--- src/rtl/cfg_bridge.sv ---
module cfg_bridge #(
  parameter int TMO           = 16,
  parameter int MAX_DEV       = 18,
  parameter int CFG_SPAN_BITS = 20,
  parameter int ABORT_BIT     = 26
)(
  input  logic        clk,
  input  logic        rst_n,
  input  logic        req_valid,
  input  logic        req_write,
  input  logic [1:0]  req_size,
  input  logic [31:0] req_addr,
  input  logic [31:0] req_wdata,
  output logic        req_ready,
  output logic        req_err,
  output logic [31:0] req_rdata,
  input  logic        reg_wr,
  input  logic        reg_sel,
  input  logic [31:0] reg_wdata,
  output logic [31:0] reg_rdata,
  output logic        bus_req,
  output logic        bus_cfg,
  output logic        bus_write,
  output logic [31:0] bus_addr,
  output logic [31:0] bus_wdata,
  input  logic        bus_ack,
  input  logic        bus_abort,
  input  logic [31:0] bus_rdata
);
  localparam int          CW        = $clog2(TMO);
  localparam logic [4:0]  DEV_LIMIT = 5'(MAX_DEV);
  localparam logic [44:0] CFG_LIMIT = 45'd1 << CFG_SPAN_BITS;
  localparam logic [CW-1:0] CNT_LAST = CW'(TMO - 1);

  typedef enum logic [1:0] {S_IDLE, S_BUS, S_RESP} st_t;
  st_t st;

  logic        cfg_sel, abort_q, a_cfg, a_write, a_rmw, res_err;
  logic [1:0]  hi_bits;
  logic [4:0]  a_sh;
  logic [31:0] a_addr, a_wdata, a_bmask, res_data;
  logic [CW-1:0] cnt;

  logic [4:0]  dev, sh;
  logic [2:0]  func;
  logic [44:0] cfg_full;
  logic [31:0] bmask, lane_mask;
  logic        in_win, cfg_bad, sub_word, fail, abort_clr;

  assign dev       = req_addr[15:11];
  assign func      = req_addr[10:8];
  assign sh        = {req_addr[1:0], 3'b000};
  assign in_win    = req_addr[31:30] == 2'b10;
  assign sub_word  = !req_size[1];
  assign bmask     = (req_size == 2'd0) ? 32'h0000_00FF :
                     (req_size == 2'd1) ? 32'h0000_FFFF : 32'hFFFF_FFFF;
  assign cfg_full  = (45'd1 << ({1'b0, dev} + 6'd13)) | {34'd0, func, 8'd0}
                   | {37'd0, req_addr[7:2], 2'b00};
  assign cfg_bad   = (dev > DEV_LIMIT) || (cfg_full >= CFG_LIMIT);
  assign lane_mask = a_bmask << a_sh;
  assign fail      = bus_abort || (!bus_ack && cnt == CNT_LAST);
  assign abort_clr = reg_wr && reg_sel && reg_wdata[ABORT_BIT];

  assign req_ready = st == S_RESP;
  assign req_err   = res_err;
  assign req_rdata = res_data;
  assign bus_req   = st == S_BUS;
  assign bus_cfg   = a_cfg;
  assign bus_write = a_write;
  assign bus_addr  = a_addr;
  assign bus_wdata = a_wdata;
  assign reg_rdata = reg_sel ? (32'(abort_q) << ABORT_BIT)
                             : {28'd0, hi_bits, cfg_sel, 1'b0};

  always_ff @(posedge clk or negedge rst_n) begin
    if (!rst_n) begin
      cfg_sel <= 1'b0;
      hi_bits <= 2'b00;
    end else if (reg_wr && !reg_sel) begin
      cfg_sel <= reg_wdata[1];
      hi_bits <= reg_wdata[3:2];
    end
  end

  always_ff @(posedge clk or negedge rst_n) begin
    if (!rst_n)                   abort_q <= 1'b0;
    else if (st == S_BUS && fail) abort_q <= 1'b1;
    else if (abort_clr)           abort_q <= 1'b0;
  end

  always_ff @(posedge clk or negedge rst_n) begin
    if (!rst_n) begin
      st       <= S_IDLE;
      a_cfg    <= 1'b0;
      a_write  <= 1'b0;
      a_rmw    <= 1'b0;
      a_addr   <= '0;
      a_wdata  <= '0;
      a_bmask  <= '0;
      a_sh     <= '0;
      cnt      <= '0;
      res_err  <= 1'b0;
      res_data <= '0;
    end else begin
      case (st)
        S_IDLE: if (req_valid) begin
          cnt <= '0;
          if (!in_win || (cfg_sel && cfg_bad)) begin
            st       <= S_RESP;
            res_err  <= 1'b1;
            res_data <= '1;
          end else begin
            st      <= S_BUS;
            a_cfg   <= cfg_sel;
            a_addr  <= cfg_sel ? cfg_full[31:0] : {hi_bits, req_addr[29:0]};
            a_sh    <= cfg_sel ? sh : 5'd0;
            a_bmask <= cfg_sel ? bmask : 32'hFFFF_FFFF;
            a_wdata <= cfg_sel ? (req_wdata << sh) : req_wdata;
            a_rmw   <= req_write && cfg_sel && sub_word;
            a_write <= req_write && !(cfg_sel && sub_word);
          end
        end
        S_BUS: begin
          if (fail) begin
            st       <= S_RESP;
            res_err  <= 1'b1;
            res_data <= '1;
          end else if (bus_ack) begin
            if (a_rmw) begin
              a_rmw   <= 1'b0;
              a_write <= 1'b1;
              a_wdata <= (bus_rdata & ~lane_mask) | (a_wdata & lane_mask);
              cnt     <= '0;
            end else begin
              st       <= S_RESP;
              res_err  <= 1'b0;
              res_data <= a_write ? 32'd0 : ((bus_rdata >> a_sh) & a_bmask);
            end
          end else begin
            cnt <= cnt + 1'b1;
          end
        end
        S_RESP:  st <= S_IDLE;
        default: st <= S_IDLE;
      endcase
    end
  end

  AST_READY_PULSE: assert property (@(posedge clk) disable iff (!rst_n)
    req_ready |=> !req_ready);
  AST_BUS_HOLD: assert property (@(posedge clk) disable iff (!rst_n)
    bus_req && !bus_ack && !bus_abort && cnt != CNT_LAST
      |=> bus_req && $stable(bus_addr) && $stable(bus_write));
  AST_CFG_IDSEL: assert property (@(posedge clk) disable iff (!rst_n)
    bus_req && bus_cfg |-> $countones(bus_addr[31:13]) == 1
      && bus_addr[31:CFG_SPAN_BITS] == '0);
  AST_ABORT_SETS: assert property (@(posedge clk) disable iff (!rst_n)
    bus_req && bus_abort |=> abort_q);
  AST_ABORT_STICKY: assert property (@(posedge clk) disable iff (!rst_n)
    abort_q && !abort_clr |=> abort_q);
  AST_ERR_ONES: assert property (@(posedge clk) disable iff (!rst_n)
    req_ready && req_err |-> req_rdata == 32'hFFFF_FFFF);
  AST_TMO_END: assert property (@(posedge clk) disable iff (!rst_n)
    bus_req && !bus_ack && cnt == CNT_LAST |=> !bus_req && req_ready && abort_q);
endmodule

--- config.mk ---
export PLATFORM = sky130hd
export DESIGN_NAME = cfg_bridge
export DESIGN_NICKNAME = d
export VERILOG_FILES = /design/src/rtl/cfg_bridge.sv
export SDC_FILE = /design/constraint.sdc
export NUM_CORES = 1
export LEC_CHECK = 0
export BUFFER_PORTS_ARGS = -buffer_cell sky130_fd_sc_hd__buf_2
export CORE_MARGIN = 1
export CORE_UTILIZATION = 52
export CTS_CLUSTER_DIAMETER = 30
export CTS_CLUSTER_SIZE = 10
export DETAILED_ROUTE_END_ITERATION = 10
export PLACE_DENSITY = 0.83
export SYNTH_ARGS = -nofsm -noshare
export SYNTH_HDL_FRONTEND = slang
export SYNTH_SLANG_ARGS = --single-unit
--- constraint.sdc ---
create_clock -name clk -period 5.34 [get_ports clk]
set_input_delay 0.534 -clock clk [delete_from_list [all_inputs] [get_ports clk]]
set_output_delay 0.534 -clock clk [all_outputs]
set_load 0.02 [all_outputs]
# == Word level (Yosys, flattened, before mapping) ==
# Index checks and enable logic that the tools add are counted.
# totals
in_bits,138
elab_cells,122
register_bits,147
output_inout_bits,133
# op_classes
mux,50
n_bitwise,8
n_eq_ne,14
magnitude_cmp,2
add_sub_neg,2
n_reduce_logical,28
shifts,4
# op_table
op,count
2-to-1 mux 32 bit,16
one-hot mux 32 bit (2 select lines),2
bitwise AND 32 bit,3
<< shifter 32 x 5 -> 32 bit,2
greater-or-equal comparator 45 x 21 -> 1 bit (second input constant),1
OR 45 x 11 -> 45 bit,1
OR 45 x 8 -> 45 bit,1
<< shifter 1 x 6 -> 45 bit (first input constant),1
inverter 32 bit,1
OR 32 bit,1
>> shifter 32 x 5 -> 32 bit,1
2-to-1 mux 27 bit,1
2-to-1 mux 1 bit,16
2-to-1 mux 4 bit,4
logical AND 1 bit,10
2-to-1 mux 2 bit,5
AND reduction 5 bit,2
!= test 2 bit (second input constant),4
one-hot mux 4 bit (2 select lines),1
adder 5 x 4 -> 6 bit (second input constant),1
!= test 3 x 2 -> 1 bit (second input constant),2
one-hot mux 1 bit (2 select lines),3
AND reduction 3 bit,2
AND reduction 6 bit,1
15 further kinds,26

# == Longest topological paths before layout ==
# Gate-level depths: netlist of the first run.
# depth
depth_word,11
ltp_mapped,8
ltp_nobuf,6

# == Worst setup path after synthesis of the first run ==
# OpenSTA, ideal clock, no wires.
# synth_path
path_kind,in2reg
from,input port req_addr[11]
to,register with a tool-made name
setup_time_ns,0.127
arrival_ns,1.983
cell_stages,7
t_required_ns,5.213
n_path_buf,2
slack_ns,3.230
path_cell_list,a311o_1 -> o211ai_2 -> and2_1 -> buf_4 -> a21boi_2 -> buf_6 -> mux2_1
# synth_rtl
item,line,rtl
"start, declared",12,"input logic [31:0] req_addr,"

# == Final worst setup path of the first run ==
# layout_path
from,register cfg_sel
to,output port reg_rdata[1]
# layout_between
elab_chain_cells,1
# layout_rtl
item,line,rtl
"start, declared",38,"logic cfg_sel, abort_q, a_cfg, a_write, a_rmw, res_err;"
"start signal, assigned",80,cfg_sel <= reg_wdata[1];
2-to-1 mux 27 bit,72,assign reg_rdata = reg_sel ? (32'(abort_q) << ABORT_BIT)
"end, declared",20,"output logic [31:0] reg_rdata,"
# Every way passes these cells.

==> summary.txt, run 1 <==
STA
  • Tcrit/Tclk final: 0.574
  • Final hold violations: 0
  • Hold slack final: 0.282 ns
  • Worst Max-Slew Pin Slew: 1.08 ns
  • Min cycle time layout: 3.06 ns
  • Clk_skew: 0.00566 ns
  • Final setup violation count: 0
  • Unrepaired setup endpoints after global routing: no
  • Max-slew headroom: 0.282
  • F_max: 0.326 GHz
  • Setup_tns: 0 ns
  • Final-report max-slew violation count: 0

Cells and area
  • Area Overhead vs Synth: 24.1%
  • Layout cells sized above 1: 0.300
  • Fin area: approximately 8000 µm²
  • Final nets: around 1.1k
  • Fin util: 0.661

CTS
  • CTS buffer count: 17
  • Clk_lat worst skew: 0.41 ns
  • Bufs on Longest Clock Path: 2
  • CTS root buf: clkbuf_16
  • Clk sink count: 115
  • Post_cts resized: 0
  • Clock transition at the registers of the reported paths: 0.06 ns
  • H-tree lvl count: 4
  • Hold buffers post-CTS: 0
  • CTS tree: yes
  • Total setup buffers inserted after CTS: 0

Synthesis
  • #FFs+latches synth: 115
  • Top cells by count, synth: 115 x dfrtp_1, 97 x a21oi_1, 88 x nand2_1
  • Primary FF master, synth: dfrtp_1
  • Synth top area share: 0.450
  • Synth Area per Inst: 8.74 µm²
  • Top post-synthesis cells by area: dfrtp_1 45%, a21oi_1 7.6%, o21ai_0 5.6%
  • Synthesized area: 6390 µm²
  • Yosys cell types: 52
  • Seq/Total Area, Yosys: 0.450
  • Post-synth EDFFs: 0
  • YS warnings: 0
  • Cells after synthesis: 732
  • Leading area contributor after synthesis: dfrtp_1
  • Top-count cell post-synth: dfrtp_1
  • Fraction of registers with async set/reset: 1.00

Global routing
  • GR Util All Layers: 0.312
  • Vias in the first global route: 5764
  • Largest net degree at the start of global routing: 79
  • Gr ovfl total: 0
  • Initial antenna violation count: 3
  • First-pass GRT wire length: 30400 µm

Die
  • I/O pin cnt: 271
  • Die Height: 113 µm
  • Core Region: 12000 µm²
  • Initial Utilization: 0.532
  • Chip Width: around 110 µm
  • FP Rows: 40
  • Die area: between 10000 and 15000 µm²

Setup path
  • Data required time of the worst path: just under 5 ns
  • Max FO, Critical Path: 35
  • Crit Path Category: reg -> out
  • CP startpoint kind: flop
  • Arrival time worst endpoint: between 2 and 3 ns
  • Reg2Reg Setup Slack: between 2 and 2.5 ns
  • Worst path max stage delay: 1.04 ns
  • Reg2reg start: cfg_sel$_DFFE_PN0P_
  • CP bufs+invs: 3
  • Slowest stage cell, crit path: dfrtp_1
  • Critical-path cell list: inv_1 > buf_4 > nor2_1 > buf_2
  • CP delay by family, top: flip-flops
  • Critical Path Sink: reg_rdata[1]
  • Critical Path Stages: 4
  • Crit. Startpoint: cfg_sel$_DFFE_PN0P_
  • Worst r2r path cells: 5
  • Crit end category: primary output

Detailed routing
  • Initial DRC Count: 865
  • First-pass detailed-route iteration total: 8
  • WL/cell: 18.2 µm
  • Post-route DRC: 0
  • Via Count: between 6k and 7k
  • Post-Route WL: 19700 µm
  • Via density: 5.92
  • Post-DRT Antenna Nets: 0

Power
  • Pwr Total: 0.00346 W
  • Pwr/cell area: 436 nW/µm²
  • Worst VDD drop: 0.219 mV
  • Static leakage: roughly 3.6 nW

Min path
  • Hold Path Class: in -> async

Status
  • Status: finished, final reports clean

Placed design
  • Post-DP HPWL: around 14000 µm
  • I/O Buffers: 214
  • Placer's final routability congestion estimate: 0.940
  • Placed inst area: 7370 µm²

Flow run
  • Max cap viols: 0
-- layout by cell type, fill, tap and decap left out, types with 5 or more instances in the layout --
cell type  instances
dfrtp_1          115
nand2_1           88
nor3_1             7
o2bb2ai_1          8
nand3_1           10
nor2_1            79
nor2b_1           20
conb_1            28
inv_1             11
a22oi_1            8
a21oi_1           97
clkinv_2           5
nand2b_1          11
mux2i_1           26
buf_2            213
a311o_1            5
a221oi_1          14
o22ai_1           10
o21ai_0           71
buf_4              8
clkbuf_16         17
mux2_2            17
-- cell type report --
| type | instances | area [µm²] |
|---|---|---|
| antenna | 3 | 7.51 |
| clock buffer | 19 | 443 |
| clock inverter | 13 | 111 |
| fill | 1035 | 4080 |
| inverter | 12 | 45.0 |
| multi-input combinational | 551 | 3140 |
| sequential | 115 | 2880 |
| tap | 147 | 184 |
| timing repair buffer | 221 | 1130 |
-- metal layers --
layer  routed length, µm  global-route usage  up-vias  share of wire
li1                    -                   -     2911              -
met1                7920               0.417     2952           0.40
met2                8640               0.458      446           0.44
met3                2090              0.0921       93           0.11
met4                1050               0.174        0          0.053
met5                   0                   0        -              0
-- power by group --
| group | leakage (nW) | switching [W] | internal [W] |
|---|---|---|---|
| logic | 2.08 | 0.000772 | 0.000400 |
| registers | 1.30 | 0.000138 | 0.00110 |
| clock network | 0.265 | 0.000407 | 0.000649 |
-- kinds of logic after synthesis --
kind of cell,count (synthesis),synth area share
fa+ha+maj,1,0.00196
flops,115,0.450
compound gates,245,0.233
other cells,1,0.000586
simple gates,230,0.160
buf+inv,93,0.0769
mux,47,0.0777
-- how the worst min path moves through the flow --
stage,startpoint,to,cells after the start,slack [ns]
after floorplan,rst_n,async pin,0,0.24
after global placement,bus_addr[12]$_DFFE_PN0P_,bus_addr[12]$_DFFE_PN0P_,2,0.45
after detailed placement,bus_addr[12]$_DFFE_PN0P_,bus_addr[12]$_DFFE_PN0P_,2,0.45
after CTS,req_addr[9],bus_addr[9]$_DFFE_PN0P_,3,0.31
after global routing,req_addr[7],bus_addr[7]$_DFFE_PN0P_,3,0.31
final,rst_n,async pin,1,0.28
-- metrics by stage --
step | setup slack [ns] | cells
2_1_floorplan | 3.23 | 759
6_report | 2.28 | 1081
3_5_place_dp | 2.36 | 1046
4_1_cts | 2.32 | 1078
3_3_place_gp | 2.40 | 1046
5_1_grt | 2.08 | 1080
(Power assumes the default switching activity.)
==> inputs of run 2 (changes only) <==
Settings changed: CORE_UTILIZATION 52 to 49, PLACE_DENSITY 0.83 to 0.79.
Clock period 5.34 ns to 2.85 ns, I/O delays scaled along.
==> summary.txt, run 2 (synthesized netlist as in run 1, its figures left out) <==
STA
  • Setup_tns: 0 ns (unchanged)
  • Clk_skew: 0.00441 ns (was 0.00566 ns)
  • Tcrit/Tclk final: 0.830
  • Final-report max-slew violation count: 0 (unchanged)
  • Unrepaired setup endpoints after global routing: no (unchanged)
  • F_max: between 0.4 and 0.5 GHz
  • Min cycle time layout: 2.37 ns
  • Max-slew headroom: 0.507 (was 0.282)
  • Worst Max-Slew Pin Slew: 0.739 ns (was 1.08 ns)
  • Final setup violation count: 0 (unchanged)
  • Final hold violations: 0 (unchanged)
  • Hold slack final: 0.0514 ns (was 0.282 ns)

Setup path
  • Reg2reg end: cnt[3]$_DFFE_PN0P_
  • Crit Path Category: reg -> reg (was reg -> out)
  • Crit end category: flop (was primary output)
  • Reg2Reg Setup Slack: 0.48 ns (was 2.42 ns)
  • Data required time of the worst path: 3.20 ns (was 4.81 ns)
  • Worst r2r path cells: 6 (was 5)
  • Max FO, Critical Path: 15 (was 35)
  • CP startpoint kind: flop (unchanged)
  • Reg2reg start: st[1]$_DFFE_PN0P_ (was cfg_sel$_DFFE_PN0P_)
  • Arrival time worst endpoint: 2.72 ns (was 2.53 ns)

Placed design
  • Placed inst area: 7500 µm² (was 7370 µm²)
  • I/O Buffers: 214 (unchanged)
  • Post-DP HPWL: 14500 µm (was 14000 µm)
  • Placer's final routability congestion estimate: 0.887 (was 0.940)

Power
  • Pwr/cell area: 859 nW/µm² (was 436 nW/µm²)
  • Static leakage: 3.78 nW (was 3.65 nW)
  • Worst VDD drop: 0.446 mV (was 0.219 mV)
  • Pwr Total: 0.00705 W (was 0.00346 W)

Detailed routing
  • Post-route DRC: 0 (unchanged)
  • First-pass detailed-route iteration total: 6 (was 8)
  • Initial DRC Count: 649 (was 865)
  • Post-DRT Antenna Nets: 0 (unchanged)
  • Via density: 5.64 (was 5.92)
  • Post-Route WL: 20000 µm (was 19700 µm)
  • Via Count: 6293 (was 6402)
  • WL/cell: 17.9 µm (was 18.2 µm)

Min path
  • Min-delay src: req_addr[6]
  • Hold Path Class: in -> reg (was in -> async)
  • Hold Path Depth: 3
  • Hold worst-path end: bus_addr[6]$_DFFE_PN0P_

CTS
  • Clk_lat worst skew: 0.42 ns (was 0.41 ns)
  • H-tree lvl count: 4 (unchanged)
  • Clk sink count: 115 (unchanged)
  • Clock transition at the registers of the reported paths: 0.05 ns (was 0.06 ns)
  • CTS tree: yes (unchanged)
  • CTS root buf: clkbuf_16 (unchanged)
  • Bufs on Longest Clock Path: 2 (unchanged)
  • Post_cts resized: 0 (unchanged)
  • Total setup buffers inserted after CTS: 0 (unchanged)
  • CTS buffer count: 17 (unchanged)

Die
  • Initial Utilization: 0.505 (was 0.532)
  • Die Height: 116 µm (was 113 µm)
  • FP Rows: 41 (was 40)
  • Die area: 13500 µm² (was 12700 µm²)
  • Core Region: 12700 µm² (was 12000 µm²)
  • I/O pin cnt: 271 (unchanged)
  • Chip Width: 116 µm (was 113 µm)

Global routing
  • First-pass GRT wire length: 30200 µm (was 30400 µm)
  • Initial antenna violation count: 0 (was 3)
  • Vias in the first global route: 5775 (was 5764)
  • GR Util All Layers: 0.300 (was 0.312)
  • Gr ovfl total: 0 (unchanged)
  • Largest net degree at the start of global routing: 68 (was 79)

Cells and area
  • Filler Cells Inserted: 1106 (was 1035)
  • Commonest non-fill, non-tap cell in the layout: buf_2 (unchanged)
  • Fin area: 8210 µm² (was 7930 µm²)
  • Most frequent cells in the layout: 213 x buf_2, 115 x dfrtp_1, 97 x a21oi_1 (unchanged)
  • Area Overhead vs Synth: 28.4% (was 24.1%)
  • Layout cells sized above 1: 0.305 (was 0.300)
  • Final nets: 1069 (was 1057)

Status
  • Status: finished, final reports clean (unchanged)

Flow run
  • Max cap viols: 0 (unchanged)
-- run 2: cell count changes in the layout (fill, tap and decap cells not counted), moves of 2 or more --
cell,change
bufinv_16,+6
clkinv_4,-2
clkbuf_8,+2
clkinv_2,-4
clkinvlp_4,-3
buf_4,+10
diode_2,-2
clkbuf_1,+2
-- run 2: what timing repair did --
action / CTS / global route
hold buffers: 1 / 0
setup endpoints to repair: 0 / 0
hold endpoints to repair: 57 / 0
-- run 2: per-stage QoR --
step | utilization | instances | setup WS [ns]
6_report | 0.648 | 1116 | 0.484
5_1_grt | 0.648 | 1115 | 0.263
4_1_cts | 0.648 | 1115 | 0.495
3_5_place_dp | 0.592 | 1082 | 0.478
3_3_place_gp | 0.592 | 1082 | 0.513
2_1_floorplan | - | 759 | 0.826
-- run 2: where the power goes --
part / switching [W] / total [W] / leakage, nW / internal, W
sequential: 0.000243 / 0.00230 / 1.30 / 0.00205
clock: 0.000744 / 0.00254 / 0.338 / 0.00180
combinational: 0.00145 / 0.00222 / 2.14 / 0.000769
total: 0.00243 / 0.00705 / 3.78 / 0.00462
-- run 2: how the worst max path moves through the flow --
stage	endpoint	startpoint	slack (ns)
finish	cnt[3]$_DFFE_PN0P_	st[1]$_DFFE_PN0P_	0.48
global route	cnt[3]$_DFFE_PN0P_	st[1]$_DFFE_PN0P_	0.26
CTS	cnt[3]$_DFFE_PN0P_	st[1]$_DFFE_PN0P_	0.50
detailed placement	flop	req_addr[11]	0.48
global placement	flop	req_addr[11]	0.51
floorplan	flop	cfg_sel$_DFFE_PN0P_	0.83
-- run 2: area by class of cell --
| cell class | count | area (µm²) | share of cell area |
|---|---|---|---|
| antenna | 1 | 2.50 | 0.000305 |
| clock buffer | 23 | 478 | 0.0582 |
| clock inverter | 9 | 223 | 0.0271 |
| inverter | 12 | 45.0 | 0.00549 |
| multi-input combinational | 551 | 3140 | 0.382 |
| sequential | 115 | 2880 | 0.350 |
| tap | 172 | 215 | 0.0262 |
| timing repair buffer | 233 | 1230 | 0.150 |
-- run 2: critical path, cell delays in order (launching register included) --
cell	delay (ns)
dfrtp_1	0.41
nand2b_1	0.44
inv_1	0.41
nor2_1	0.34
nor2_1	0.17
or3_1	0.39
a21oi_1	0.14
-- run 2: routing by layer --
layer | wire [µm] | global-route usage | part of all wire
met4 | 760 | 0.158 | 0.038
met3 | 2150 | 0.0877 | 0.11
met1 | 7900 | 0.386 | 0.40
met2 | 9150 | 0.457 | 0.46
met5 | 0 | 0 | 0
==> inputs of run 3 (changes only) <==
Settings changed: ABC_AREA set to 1, CORE_UTILIZATION 49 to 46, PLACE_DENSITY 0.79 to 0.75.
Clock period 2.85 ns to 2.15 ns, I/O delays scaled along.
==> summary.txt, run 3 <==
Detailed routing
  • First-pass detailed-route iteration total: 6 (unchanged)
  • WL/cell: 15.0 µm (was 17.9 µm)
  • Via Count: 7793 (was 6293)
  • Post-route DRC: 0 (unchanged)
  • Initial DRC Count: 765 (was 649)
  • Post-DRT Antenna Nets: 0 (unchanged)
  • Post-Route WL: 22300 µm (was 20000 µm)
  • Via density: 5.24 (was 5.64)

Global routing
  • Largest net degree at the start of global routing: 67 (was 68)
  • GR Util All Layers: 0.273 (was 0.300)
  • Gr ovfl total: 0 (unchanged)
  • First-pass GRT wire length: 34800 µm (was 30200 µm)
  • Vias in the first global route: 6893 (was 5775)
  • Initial antenna violation count: 2 (was 0)

Status
  • Status: finished, final reports clean (unchanged)

CTS
  • CTS root buf: clkbuf_16 (unchanged)
  • Clock transition at the registers of the reported paths: 0.06 ns (was 0.05 ns)
  • H-tree lvl count: 4 (unchanged)
  • CTS buffer count: 17 (unchanged)
  • CTS tree: yes (unchanged)
  • Clk sink count: 115 (unchanged)
  • Bufs on Longest Clock Path: 2 (unchanged)
  • Total setup buffers inserted after CTS: 0 (unchanged)
  • Clk_lat worst skew: 0.43 ns (was 0.42 ns)

STA
  • Final-report max-slew violation count: 0 (unchanged)
  • Max-slew headroom: 0.569 (was 0.507)
  • Clk_skew: 0.0130 ns (was 0.00441 ns)
  • Hold slack final: 0.0203 ns (was 0.0514 ns)
  • Worst Max-Slew Pin Slew: 0.644 ns (was 0.739 ns)
  • F_max: 0.488 GHz (was 0.423 GHz)
  • Min cycle time layout: 2.05 ns (was 2.37 ns)
  • Final hold violations: 0 (unchanged)
  • Tcrit/Tclk final: 0.954 (was 0.830)
  • Unrepaired setup endpoints after global routing: yes (was no)
  • Final setup violation count: 0 (unchanged)

Synthesis
  • Yosys cell types: 31 (was 52)
  • Post-synth EDFFs: 0 (unchanged)
  • Fraction of registers with async set/reset: 1.00 (unchanged)
  • Top post-synthesis cells by area: dfrtp_1 39%, nand2_1 20%, nand3_1 9.9% (was dfrtp_1 45%, a21oi_1 7.6%, o21ai_0 5.6%)
  • YS warnings: 0 (unchanged)
  • #FFs+latches synth: 115 (unchanged)
  • Primary FF master, synth: dfrtp_1 (unchanged)
  • Top cells by count, synth: 386 x nand2_1, 145 x nand3_1, 115 x dfrtp_1 (was 115 x dfrtp_1, 97 x a21oi_1, 88 x nand2_1)
  • Cells after synthesis: 1073 (was 732)
  • Synthesized area: 7340 µm² (was 6390 µm²)
  • Synth top area share: 0.392 (was 0.450)
  • Seq/Total Area, Yosys: 0.392 (was 0.450)
  • Top-count cell post-synth: nand2_1 (was dfrtp_1)
  • Synth Area per Inst: 6.84 µm² (was 8.74 µm²)
  • Leading area contributor after synthesis: dfrtp_1 (unchanged)

Setup path
  • Crit Path Category: reg -> reg (unchanged)
  • CP startpoint kind: flop (unchanged)
  • Critical-path cell list: inv_2 > nand2_1 > inv_2 > buf_4 > nand4_1 > nand3_2 > nand2_1 > nand2_1 (was nand2b_1 > inv_1 > nor2_1 > nor2_1 > or3_1 > a21oi_1)
  • Data required time of the worst path: 2.51 ns (was 3.20 ns)
  • Worst path max stage delay: 0.42 ns (was 0.44 ns)
  • Arrival time worst endpoint: 2.41 ns (was 2.72 ns)
  • Slowest stage cell, crit path: nand4_1 (was nand2b_1)
  • Worst path most repeated cell: nand2_1 (was nor2_1)
  • Crit end category: flop (unchanged)
  • Max FO, Critical Path: 24 (was 15)

Die
  • Die area: 16500 µm² (was 13500 µm²)
  • Chip Width: 128 µm (was 116 µm)
  • I/O pin cnt: 271 (unchanged)
  • Core Region: 15400 µm² (was 12700 µm²)
  • Die Height: 128 µm (was 116 µm)
  • Initial Utilization: 0.477 (was 0.505)
  • FP Rows: 45 (was 41)

Placed design
  • Post-Place Cells: 1452 (was 1082)
  • I/O Buffers: 214 (unchanged)
  • Post-DP HPWL: 16500 µm (was 14500 µm)
  • Placer's final routability congestion estimate: 0.926 (was 0.887)

Cells and area
  • Most frequent cells in the layout: 386 x nand2_1, 213 x buf_2, 144 x nand3_1 (was 213 x buf_2, 115 x dfrtp_1, 97 x a21oi_1)
  • Area Overhead vs Synth: 22.9% (was 28.4%)
  • Filler Cells Inserted: 1468 (was 1106)
  • Final nets: 1400 (was 1069)
  • Layout Cells excl Fill: 1486 (was 1116)
  • Layout cells sized above 1: 0.240 (was 0.305)
  • Fin util: 0.586 (was 0.648)
  • Commonest non-fill, non-tap cell in the layout: nand2_1 (was buf_2)

Power
  • Sw frac: 0.404 (was 0.345)
  • Clk pwr share: 0.294 (was 0.360)
  • Worst VDD drop: 0.688 mV (was 0.446 mV)
  • NetSw: 0.00390 W (was 0.00243 W)
  • Combinational power share: 0.380 (was 0.314)
  • Int Power: 0.00574 W (was 0.00462 W)
  • Pwr/cell area: 1070 nW/µm² (was 859 nW/µm²)
  • Static leakage: 4.90 nW (was 3.78 nW)
  • Pwr Total: 0.00964 W (was 0.00705 W)
  • Share of power burned in registers: 0.326 (about the same)

Min path
  • Hold Path Class: in -> reg (unchanged)

Flow run
  • Max cap viols: 0 (unchanged)
-- run 3: cell count changes after synthesis, sizes merged, moves of 21 or more --
cell,delta
mux2i,-26
nand4,+44
mux2,-21
buf,+28
a21oi,-66
inv,+43
nand3,+142
nand2,+304
-- run 3: cells by family after synthesis --
kind of cell	share of synthesized area
adder cells (fa/ha/maj)	0.00171
other	0.000511
AND/OR/NAND/NOR	0.411
buffers and inverters	0.109
AO/OA/AOI/OAI	0.0858
flip-flops	0.392
-- run 3: area by class of cell --
cell class,count,area [µm²],share of cell area
diodes,1,2.50,0.000278
clock buffers,20,467,0.0518
clock inverters,12,130,0.0144
inverters,54,203,0.0225
multi-input cells,836,3770,0.418
flip-flops and latches,115,2880,0.319
well taps,211,264,0.0293
repair buffers,237,1300,0.145
-- run 3: critical path: cells and delay by family, from the launching register on --
| family | cells | cell delay, ns |
|---|---|---|
| buffers and inverters | 3 | 0.49 |
| DFF | 1 | 0.41 |
| and+or+nand+nor | 5 | 1.07 |
-- run 3: what timing repair did --
| item | CTS | global route |
|---|---|---|
| resized for setup | 0 | 2 |
| endpoints found under the setup margin | 0 | 36 |
| hold buffers | 1 | 0 |
| hold endpoints to repair | 18 | 0 |
-- run 3: final timing paths --
kind	startpoint	end	slack [ns]	cells past startpoint
max reg2reg	st[1]$_DFFE_PN0P_	flop	0.1	8
min	req_addr[9]	bus_addr[9]$_DFFE_PN0P_	0.02	3
min in group asynchronous	rst_n	async pin	0.21	2
max in group asynchronous	rst_n	req_rdata[27]$_DFFE_PN0P_	1.28	3
min reg2reg	flop	flop	0.47	2
max	st[1]$_DFFE_PN0P_	flop	0.1	8
-- run 3: per-layer routing --
layer  vias to the layer above  routed length (µm)  track usage
met3                        49                1930       0.0622
met2                       372               10300        0.439
li1                       3841                   -            -
met4                         2                 535        0.112
met1                      3529                9540        0.354
met5                         -                  10            0
-- run 3: metrics by stage --
stage | area (µm²) | setup slack [ns] | setup TNS (ns)
finish | 9010 | 0.0990 | 0
global route | 9010 | -0.0523 | -1.19
detailed placement | 8390 | 0.0268 | 0
global placement | 8390 | 0.115 | 0
floorplan | 7440 | 0.457 | 0
CTS | 9000 | 0.0238 | 0
-- run 3: power groups by stage --
stage | logic (W) | clock network (W) | registers, W
after floorplan | 0.00177 | 0 | 0.00386
after global placement | 0.00359 | 0 | 0.00316
after detailed placement | 0.00364 | 0 | 0.00316
after CTS | 0.00365 | 0.00287 | 0.00314
after global routing | 0.00404 | 0.00296 | 0.00322
final | 0.00366 | 0.00284 | 0.00314
